<file path="config.mk">
export PLATFORM = sky130hd
export DESIGN_NAME = ce_write_guard
export DESIGN_NICKNAME = d
export VERILOG_FILES = /design/src/rtl/ceg_pkg.sv /design/src/rtl/ceg_grace_timer.sv /design/src/rtl/ceg_gate_ctrl.sv /design/src/rtl/ceg_pass_mux.sv /design/src/rtl/ce_write_guard.sv
export SDC_FILE = /design/constraint.sdc
export NUM_CORES = 1
export LEC_CHECK = 0
export CAP_MARGIN = 20
export CORE_AREA = 2 2 39 41
export CTS_BUF_LIST = sky130_fd_sc_hd__clkbuf_16
export DETAILED_ROUTE_END_ITERATION = 16
export DIE_AREA = 0 0 41 43
export DONT_BUFFER_PORTS = 1
export SYNTH_ARGS = -nofsm -noshare
export SYNTH_HDL_FRONTEND = slang
export SYNTH_SLANG_ARGS = --single-unit
</file>
<file path="constraint.sdc">
create_clock -name clk -period 3.5 [get_ports clk]
set_clock_uncertainty 0.05 [all_clocks]
set_input_delay 0.525 -clock clk [delete_from_list [all_inputs] [get_ports clk]]
set_output_delay 0.525 -clock clk [all_outputs]
set_load 0.02 [all_outputs]
</file>
<file path="src/rtl/ceg_pkg.sv">
package ceg_pkg;

  typedef enum logic [1:0] {
    GATE_OPEN  = 2'd0,
    GATE_DEFER = 2'd1,
    GATE_SHUT  = 2'd2
  } gate_state_e;

  // True on the tick that completes the grace window.
  function automatic logic grace_hit(input int unsigned count,
                                     input int unsigned limit,
                                     input logic        tick);
    return tick && ((count + 1) == limit);
  endfunction

endpackage

</file>
<file path="src/rtl/ceg_grace_timer.sv">
module ceg_grace_timer #(
  parameter int unsigned GRACE_TICKS = 15
) (
  input  logic clk,
  input  logic rst_n,
  input  logic run,
  input  logic tick,
  output logic expire
);
  import ceg_pkg::*;

  localparam int unsigned CW = $clog2(GRACE_TICKS + 1);

  logic [CW-1:0] cnt_q;

  always_ff @(posedge clk) begin
    if (!rst_n) begin
      cnt_q <= '0;
    end else if (!run) begin
      cnt_q <= '0;
    end else if (tick) begin
      cnt_q <= cnt_q + 1'b1;
    end
  end

  assign expire = run && grace_hit(int'(cnt_q), GRACE_TICKS, tick);

endmodule

</file>
<file path="src/rtl/ceg_gate_ctrl.sv">
module ceg_gate_ctrl (
  input  logic clk,
  input  logic rst_n,
  input  logic sys_rst,
  input  logic ce_in_n,
  input  logic expire,
  output logic gate_en,
  output logic hold_active
);
  import ceg_pkg::*;

  gate_state_e state_q, state_d;
  logic        gate_q;

  always_comb begin
    state_d = state_q;
    unique case (state_q)
      GATE_OPEN: begin
        if (sys_rst) state_d = ce_in_n ? GATE_SHUT : GATE_DEFER;
      end
      GATE_DEFER: begin
        if (!sys_rst)                state_d = GATE_OPEN;
        else if (ce_in_n || expire)  state_d = GATE_SHUT;
      end
      GATE_SHUT: begin
        if (!sys_rst) state_d = GATE_OPEN;
      end
      default: state_d = GATE_OPEN;
    endcase
  end

  always_ff @(posedge clk) begin
    if (!rst_n) begin
      state_q <= GATE_OPEN;
      gate_q  <= 1'b1;
    end else begin
      state_q <= state_d;
      gate_q  <= (state_d != GATE_SHUT);
    end
  end

  assign gate_en     = gate_q;
  assign hold_active = (state_q == GATE_DEFER);

endmodule

</file>
<file path="src/rtl/ceg_pass_mux.sv">
module ceg_pass_mux (
  input  logic gate_en,
  input  logic ce_in_n,
  output logic ce_out_n,
  output logic pullup_on
);
  assign ce_out_n  = gate_en ? ce_in_n : 1'b1;
  assign pullup_on = ~gate_en;
endmodule

</file>
<file path="src/rtl/ce_write_guard.sv">
module ce_write_guard #(
  parameter int unsigned GRACE_TICKS = 15
) (
  input  logic clk,
  input  logic rst_n,
  input  logic tick_us,
  input  logic sys_rst,
  input  logic ce_in_n,
  output logic gate_en,
  output logic ce_out_n,
  output logic pullup_on
);

  logic hold_active;
  logic grace_expire;

  ceg_grace_timer #(.GRACE_TICKS(GRACE_TICKS)) u_timer (
    .clk    (clk),
    .rst_n  (rst_n),
    .run    (hold_active),
    .tick   (tick_us),
    .expire (grace_expire)
  );

  ceg_gate_ctrl u_ctrl (
    .clk         (clk),
    .rst_n       (rst_n),
    .sys_rst     (sys_rst),
    .ce_in_n     (ce_in_n),
    .expire      (grace_expire),
    .gate_en     (gate_en),
    .hold_active (hold_active)
  );

  ceg_pass_mux u_mux (
    .gate_en   (gate_en),
    .ce_in_n   (ce_in_n),
    .ce_out_n  (ce_out_n),
    .pullup_on (pullup_on)
  );

endmodule

</file>
==> results of run 1 <==
[routing by layer]
metal | vias to the layer above | track usage
li1 | 130 | -
met1 | 124 | 0.0932
met2 | 10 | 0.138
met3 | 4 | 0.0995
met4 | 0 | 0.0800
met5 | - | 0
[layout make-up]
class,instances,area (sq um),area share
clock buffers,3,75.1,0.175
inverters,2,7.51,0.0175
flip-flops and latches,7,140,0.327
well taps,16,20.0,0.0468
multi-input cells,26,181,0.424
clock inverters,1,3.75,0.00877
[cell families after synthesis]
group | after synthesis | synth area share
AND/OR/NAND/NOR | 14 | 0.205
XOR/XNOR | 5 | 0.133
buffers and inverters | 2 | 0.0228
adder cells (fa/ha/maj) | 2 | 0.0760
AO/OA/AOI/OAI | 5 | 0.137
flip-flops | 7 | 0.426
[state kept, by name, summed over array words and instances, names as in the netlist]
signal	count
u_ctrl.state_q	2
u_timer.cnt_q	4
u_ctrl.gate_en	1
[cell usage after synthesis]
cell | n | area [sq um]
xor2_1 | 2 | 17.5
dfxtp_1 | 7 | 140
nand4_1 | 1 | 6.26
a31o_1 | 1 | 8.76
nand3b_1 | 1 | 7.51
a2111oi_2 | 1 | 15.0
nand3_1 | 1 | 5.00
nand2_1 | 2 | 7.51
a31oi_1 | 1 | 6.26
inv_1 | 2 | 7.51
ha_1 | 2 | 25.0
nor2_1 | 7 | 26.3
nand2b_1 | 1 | 6.26
nand4b_1 | 1 | 8.76
xnor2_1 | 3 | 26.3
a211oi_1 | 2 | 15.0
[metrics by stage]
step / instances / power, mW / hold slack [ns] / utilization / instance area [sq um]
6_report: 55 / 0.286 / 0.318 / 0.309 / 428
5_1_grt: 55 / 0.299 / 0.321 / 0.309 / 428
4_1_cts: 55 / 0.290 / 0.314 / 0.309 / 428
3_5_place_dp: 51 / 0.0940 / 0.467 / 0.252 / 349
3_3_place_gp: 51 / 0.0940 / 0.468 / 0.252 / 349
2_1_floorplan: 35 / 0.0929 / 0.434 / - / 329
[power by group through the flow]
stage	Combinational [mW]	Clock [mW]	Sequential, mW
2_1_floorplan	0.00723	0	0.0856
3_3_place_gp	0.00796	0	0.0861
3_5_place_dp	0.00791	0	0.0861
4_1_cts	0.00798	0.197	0.0848
5_1_grt	0.00910	0.204	0.0855
6_report	0.00796	0.193	0.0849
[final timing paths]
check	end	slack, ns	depth (start not counted)
worst min register to register	u_ctrl.state_q[0]$_SDFF_PN0_	0.48	1
worst max-delay path	ce_out_n	2.04	1
worst max register to register	u_ctrl.state_q[0]$_SDFF_PN0_	2.18	5
worst min-delay path	u_ctrl.state_q[0]$_SDFF_PN0_	0.32	1
==> flow_summary.json, run 1 <==
{
  "fmax_mhz": 686,
  "cts-resized-gates": 0,
  "rows": 14,
  "setup-tns-final_ns": 0,
  "overflow": 0,
  "met3WireLength_microns": 61,
  "layout_common_cells": "7 x nor2_1, 7 x dfxtp_1, 3 x inv_1, 3 x xnor2_1, 3 x clkbuf_16",
  "place_hpwl_microns": 416,
  "highest_layer": "met4",
  "antenna_found_initial": 0,
  "synth.avg_cell_area_sq_um": 9.40,
  "min_from": "ce_in_n",
  "path_clk_slew_ns": 0.04,
  "worstReg2RegStart": "u_timer.cnt_q[0]$_SDFFE_PN0P_",
  "drt_iter0_drc": 5,
  "cts.sinks": 7,
  "endpoint_kind": "primary output",
  "num_vias": 268,
  "die_x_microns": 41,
  "routedWlPerCell_microns": 10.9,
  "drive_gt1_frac": 0.103,
  "worstSetupStartpoint": "u_ctrl.gate_en$_SDFF_PN1_",
  "ys_warn_count": 0,
  "min_period_over_period": 0.416,
  "postCtsSetupRepairBufs": 0,
  "grt_pass1_wl_mm": 1.06,
  "crit_type": "reg -> out",
  "core_sq_um": 1380,
  "outcome": "finished, final reports clean",
  "critPathSlowestCell": "dfxtp_1",
  "intPower_mw": 0.234,
  "nets": 47,
  "insertion_delay_ns": 0.23,
  "wl_met1_microns": 244,
  "syn_nets": 42,
  "dp_slack_ns": 2.18,
  "ys_ff_latch": 7,
  "post_drt_via_cell_ratio": 4.87,
  "critPathBufInv": 0,
  "start_kind": "flip-flop",
  "p_leak_nw": 0.160,
  "arrival_ns": 0.88,
  "slowest_delay_ns": 0.45,
  "port_buffers": 0,
  "worst_pin_slew_ns": 0.305,
  "hold_viol_final": 0,
  "crit_chain": "nand2b_1",
  "synthesis.area_sq_um": 329,
  "cts.htree.levels": 1,
  "relSlewSlack": 0.795,
  "drc": 0,
  "dr.pass1.iters": 4,
  "synth.distinct_cells": 16,
  "fillers": 145,
  "yosysSeqAreaShare": 0.426,
  "dieArea_sq_um": 1760,
  "rsz0062_at_grt": "no",
  "ios": 8,
  "maxCapViolations": 0,
  "p_comb_frac": 0.028,
  "seqPwrFrac": 0.297,
  "timing.final.ws_setup_ns": 2.04,
  "grt_max_degree": 7,
  "grt_usage": 0.104,
  "areaGrowthSynthToFinish_pct": 30.0,
  "place_congestion": 0.716,
  "maxSlewViolCount": 0,
  "p_sw_mw": 0.0515,
  "drtAntennaViolNets": 0,
  "cts_tree": "yes",
  "wirelength_microns": 598,
  "cts_buffer_depth": 2,
  "crit_required_ns": 2.92,
  "cts-root-buf": "clkbuf_16",
  "crit_fanout": 3,
  "n_antenna_cell": 0,
  "start_util": 0.238,
  "setup-violations-final": 0,
  "die_height_microns": 43,
  "power_density_nw_per_um2": 667,
  "switching_share": 0.180,
  "peakVddDrop_mv": 0.238,
  "grt_pass1_vias": 255,
  "dr_wl_met2_microns": 272,
  "hp-class": "in -> reg",
  "syn_inst": 35,
  "hold_buffers": 0,
  "pwr-share-clk": 0.675,
  "fin_crit_ns": 1.46,
  "cts_buffers": 3,
  "crit_family": "flip-flops"
}
(Power assumes the default switching activity.)
==> inputs of run 2 (changes only) <==
Clock period 3.5 ns to 1.5 ns, I/O delays scaled along.
==> flow_summary.json, run 2 (synthesized netlist as in run 1, its figures left out) <==
{
  "outcome": "finished, final reports clean",
  "p_sw_mw": 0.115,
  "ios": 8,
  "crit_fanout": 5,
  "seqPwrFrac": 0.300,
  "timing.hold.ws_ns": 0.0223,
  "whs_path_depth": 1,
  "hold_buffers": 0,
  "final-seq-area_sq_um": 140,
  "postCtsSetupRepairBufs": 0,
  "maxCapViolations": 0,
  "switching_share": 0.174,
  "path_clk_slew_ns": 0.04,
  "grt_pass1_vias": 216,
  "grt_usage": 0.0866,
  "setup-violations-final": 0,
  "p_comb_frac": 0.028,
  "start_kind": "flip-flop",
  "drive_gt1_frac": 0.103,
  "hp-class": "in -> reg",
  "layout_common_cells": "7 x nor2_1, 7 x dfxtp_1, 3 x inv_1, 3 x xnor2_1, 3 x clkbuf_16",
  "grt_max_degree": 7,
  "wirelength_microns": 551,
  "overflow": 0,
  "dr.pass1.iters": 2,
  "dieArea_sq_um": 1760,
  "worst_pin_slew_ns": 0.299,
  "min_period_over_period": 0.875,
  "intPower_mw": 0.546,
  "instances_no_fill": 55,
  "arrival_ns": 1.39,
  "start_util": 0.238,
  "post_drt_via_cell_ratio": 4.38,
  "cts-resized-gates": 0,
  "n_antenna_cell": 0,
  "p_leak_nw": 0.160,
  "fillers": 149,
  "routedWlPerCell_microns": 10.0,
  "die_x_microns": 41,
  "maxSlewViolCount": 0,
  "cts_buffer_depth": 2,
  "grt_pass1_wl_microns": 945,
  "antenna_found_initial": 0,
  "port_buffers": 0,
  "crit_required_ns": 1.58,
  "power_density_nw_per_um2": 1540,
  "post-place-cells": 51,
  "relSlewSlack": 0.799,
  "rows": 14,
  "rsz0062_at_grt": "no",
  "num_vias": 241,
  "place_hpwl_microns": 408,
  "cts.sinks": 7,
  "rr_worst_depth": 5,
  "peakVddDrop_mv": 0.753,
  "pwr-share-clk": 0.673,
  "insertion_delay_ns": 0.23,
  "cts_buffers": 3,
  "drc": 0,
  "drt_iter0_drc": 3,
  "cts.htree.levels": 1,
  "hold_viol_final": 0,
  "setup-tns-final_ns": 0,
  "fin_crit_ns": 1.31,
  "cts_tree": "yes",
  "nets": 47,
  "crit_type": "reg -> reg",
  "multi_input_area_sq_um": 181,
  "fmax_mhz": 762,
  "place_congestion": 0.653,
  "drtAntennaViolNets": 0,
  "top_register": "u_timer.cnt_q",
  "core_sq_um": 1380,
  "largest_register_ffs": 4,
  "die_height_microns": 43,
  "cts-root-buf": "clkbuf_16",
  "endpoint_kind": "flip-flop",
  "areaGrowthSynthToFinish_pct": 30.0
}
## run 2: cell counts in the layout (fill, tap and decap cells not counted)
No cell type changed its count.
## run 2: worst paths after layout
check | end | slack [ns] | start
worst max-delay path | u_ctrl.state_q[0]$_SDFF_PN0_ | 0.19 | u_timer.cnt_q[0]$_SDFFE_PN0P_
worst min-delay path | u_ctrl.state_q[0]$_SDFF_PN0_ | 0.02 | ce_in_n
worst max register to register | u_ctrl.state_q[0]$_SDFF_PN0_ | 0.19 | u_timer.cnt_q[0]$_SDFFE_PN0P_
worst min register to register | u_timer.cnt_q[1]$_SDFFE_PN0P_ | 0.48 | u_timer.cnt_q[1]$_SDFFE_PN0P_
## run 2: power by group through the flow
| stage | registers (mW) | clock network, mW | logic (mW) |
|---|---|---|---|
| 2_1_floorplan | 0.200 | 0 | 0.0169 |
| 3_3_place_gp | 0.201 | 0 | 0.0186 |
| 3_5_place_dp | 0.201 | 0 | 0.0184 |
| 4_1_cts | 0.198 | 0.459 | 0.0185 |
| 5_1_grt | 0.199 | 0.467 | 0.0206 |
| 6_report | 0.198 | 0.445 | 0.0182 |
## run 2: layout make-up
| class | count | share of cell area |
|---|---|---|
| multi-input combinational | 26 | 0.424 |
| sequential | 7 | 0.327 |
| clock buffer | 3 | 0.175 |
| tap | 16 | 0.0468 |
| inverter | 2 | 0.0175 |
| clock inverter | 1 | 0.00877 |
## run 2: metal layers
metal / up-vias / GRT usage / part of all wire
met5: - / 0 / 0
met4: 0 / 0.0400 / 0
met3: 0 / 0.0785 / 0.093
met2: 8 / 0.0906 / 0.40
met1: 105 / 0.117 / 0.51
li1: 128 / - / -
## run 2: critical path, stage by stage, from the launching register on
cell and delay [ns]:
dfxtp_1 0.39, inv_1 0.07, ha_1 0.19, nand4b_1 0.09, nor2_1 0.08, a2111oi_2 0.34
## run 2: through the flow
step                power (mW)  instance area, sq um  utilization  setup WS (ns)
floorplan                0.217                   329            -          0.267
detailed placement       0.219                   349        0.252          0.159
global route             0.687                   428        0.309         0.0559
global placement         0.219                   349        0.252          0.186
finish                   0.661                   428        0.309          0.188
CTS                      0.675                   428        0.309          0.157
==> inputs of run 3 (changes only) <==
Settings changed: PLACE_DENSITY_LB_ADDON from default to 0.3.
==> flow_summary.json, run 3 (synthesized netlist as in run 1, its figures left out) <==
{
  "cts_tree": "yes",
  "drc": 0,
  "reg2reg_slack_ns": 0.19,
  "rows": 14,
  "drtAntennaViolNets": 0,
  "dp_slack_ns": 0.189,
  "core_sq_um": 1380,
  "rr_worst_depth": 4,
  "cts.sinks": 7,
  "rsz0062_at_grt": "no",
  "ios": 8,
  "power_density_nw_per_um2": 1540,
  "worst_pin_slew_ns": 0.298,
  "min_from": "ce_in_n",
  "cts-resized-gates": 0,
  "cts_buffer_depth": 2,
  "n_antenna_cell": 0,
  "grt_pass1_wl_mm": 1.06,
  "insertion_delay_ns": 0.23,
  "hold_viol_final": 0,
  "wirelength_microns": 593,
  "arrival_ns": 1.39,
  "port_buffers": 0,
  "dieArea_sq_um": 1760,
  "postCtsSetupRepairBufs": 0,
  "maxCapViolations": 0,
  "p_leak_nw": 0.165,
  "layout_common_cells": "7 x nor2_1, 7 x dfxtp_1, 3 x inv_1, 3 x xnor2_1, 3 x clkbuf_16",
  "peakVddDrop_mv": 0.856,
  "drt_iter0_drc": 3,
  "min_period_over_period": 0.877,
  "areaGrowthSynthToFinish_pct": 32.3,
  "antenna_found_initial": 0,
  "overflow": 0,
  "crit_fanout": 5,
  "crit_family": "flip-flops",
  "setup-violations-final": 0,
  "cts.htree.levels": 1,
  "crit_required_ns": 1.58,
  "slowest_delay_ns": 0.39,
  "outcome": "finished, final reports clean",
  "dr.pass1.iters": 3,
  "nets": 48,
  "cts-root-buf": "clkbuf_16",
  "maxSlewViolCount": 0,
  "die_x_microns": 41,
  "whs_path_depth": 1,
  "drive_gt1_frac": 0.125,
  "top_register": "u_timer.cnt_q",
  "crit_chain": "ha_1, xnor2_1, nor2_1, a2111oi_2",
  "routedWlPerCell_microns": 10.6,
  "endpoint_kind": "flip-flop",
  "met3WireLength_microns": 34,
  "hp-class": "in -> reg",
  "hold_buffers": 0,
  "num_vias": 254,
  "worstReg2RegStart": "u_timer.cnt_q[1]$_SDFFE_PN0P_",
  "cts_buffers": 3,
  "worstReg2RegEnd": "u_ctrl.state_q[0]$_SDFF_PN0_",
  "grt_pass1_vias": 259,
  "start_kind": "flip-flop",
  "wl_met1_microns": 289,
  "timing.final.ws_setup_ns": 0.185,
  "total_power_mw": 0.668,
  "critPathBufInv": 0,
  "start_util": 0.238,
  "post_drt_via_cell_ratio": 4.54,
  "path_clk_slew_ns": 0.04,
  "place_congestion": 0.679,
  "fin_crit_ns": 1.31,
  "setup-tns-final_ns": 0,
  "grt_usage": 0.0937,
  "dr_wl_met2_microns": 247,
  "place_hpwl_microns": 441,
  "crit_type": "reg -> reg",
  "critPathSlowestCell": "dfxtp_1",
  "relSlewSlack": 0.800,
  "die_height_microns": 43,
  "highest_layer": "met4",
  "holdPathEnd": "u_ctrl.state_q[0]$_SDFF_PN0_",
  "fmax_mhz": 760,
  "grt_max_degree": 7,
  "largest_register_ffs": 4
}
## run 3: cell types whose count changed in the layout (fill, tap and decap cells not counted), sizes merged
cell and change:
buf +1
## run 3: how the worst max path moves through the flow
stage,from,end,slack [ns],depth (start not counted)
global route,u_timer.cnt_q[1]$_SDFFE_PN0P_,u_ctrl.state_q[0]$_SDFF_PN0_,0.07,4
global placement,u_timer.cnt_q[1]$_SDFFE_PN0P_,u_ctrl.state_q[0]$_SDFF_PN0_,0.22,4
floorplan,u_timer.cnt_q[0]$_SDFFE_PN0P_,u_ctrl.state_q[0]$_SDFF_PN0_,0.27,5
CTS,u_timer.cnt_q[1]$_SDFFE_PN0P_,u_ctrl.state_q[0]$_SDFF_PN0_,0.18,4
detailed placement,u_timer.cnt_q[1]$_SDFFE_PN0P_,u_ctrl.state_q[0]$_SDFF_PN0_,0.19,4
finish,u_timer.cnt_q[1]$_SDFFE_PN0P_,u_ctrl.state_q[0]$_SDFF_PN0_,0.19,4
## run 3: metal layers
| metal | global-route usage | up-vias |
|---|---|---|
| li1 | - | 133 |
| met1 | 0.110 | 111 |
| met2 | 0.128 | 8 |
| met3 | 0.0471 | 2 |
| met4 | 0.0600 | 0 |
| met5 | 0 | - |
## run 3: metrics by stage
step	std cells	cell area [sq um]	utilization	hold WS (ns)
floorplan	35	329	-	0.255
global placement	52	357	0.258	0.256
detailed placement	52	357	0.258	0.259
CTS	56	435	0.315	0.0188
global route	56	435	0.315	0.0239
finish	56	435	0.315	0.0214
## run 3: power by group
group / switching [mW] / leakage (nW) / internal, mW
sequential: 0.00609 / 0.0569 / 0.192
combinational: 0.0114 / 0.0658 / 0.00816
clock: 0.104 / 0.0423 / 0.347
## run 3: final cells by class
cell class              instances  area, sq um
multi-input cells              26          181
clock buffers                   3         75.1
well taps                      16         20.0
fillers                       143          948
repair buffers                  1         7.51
inverters                       2         7.51
flip-flops and latches          7          140
clock inverters                 1         3.75
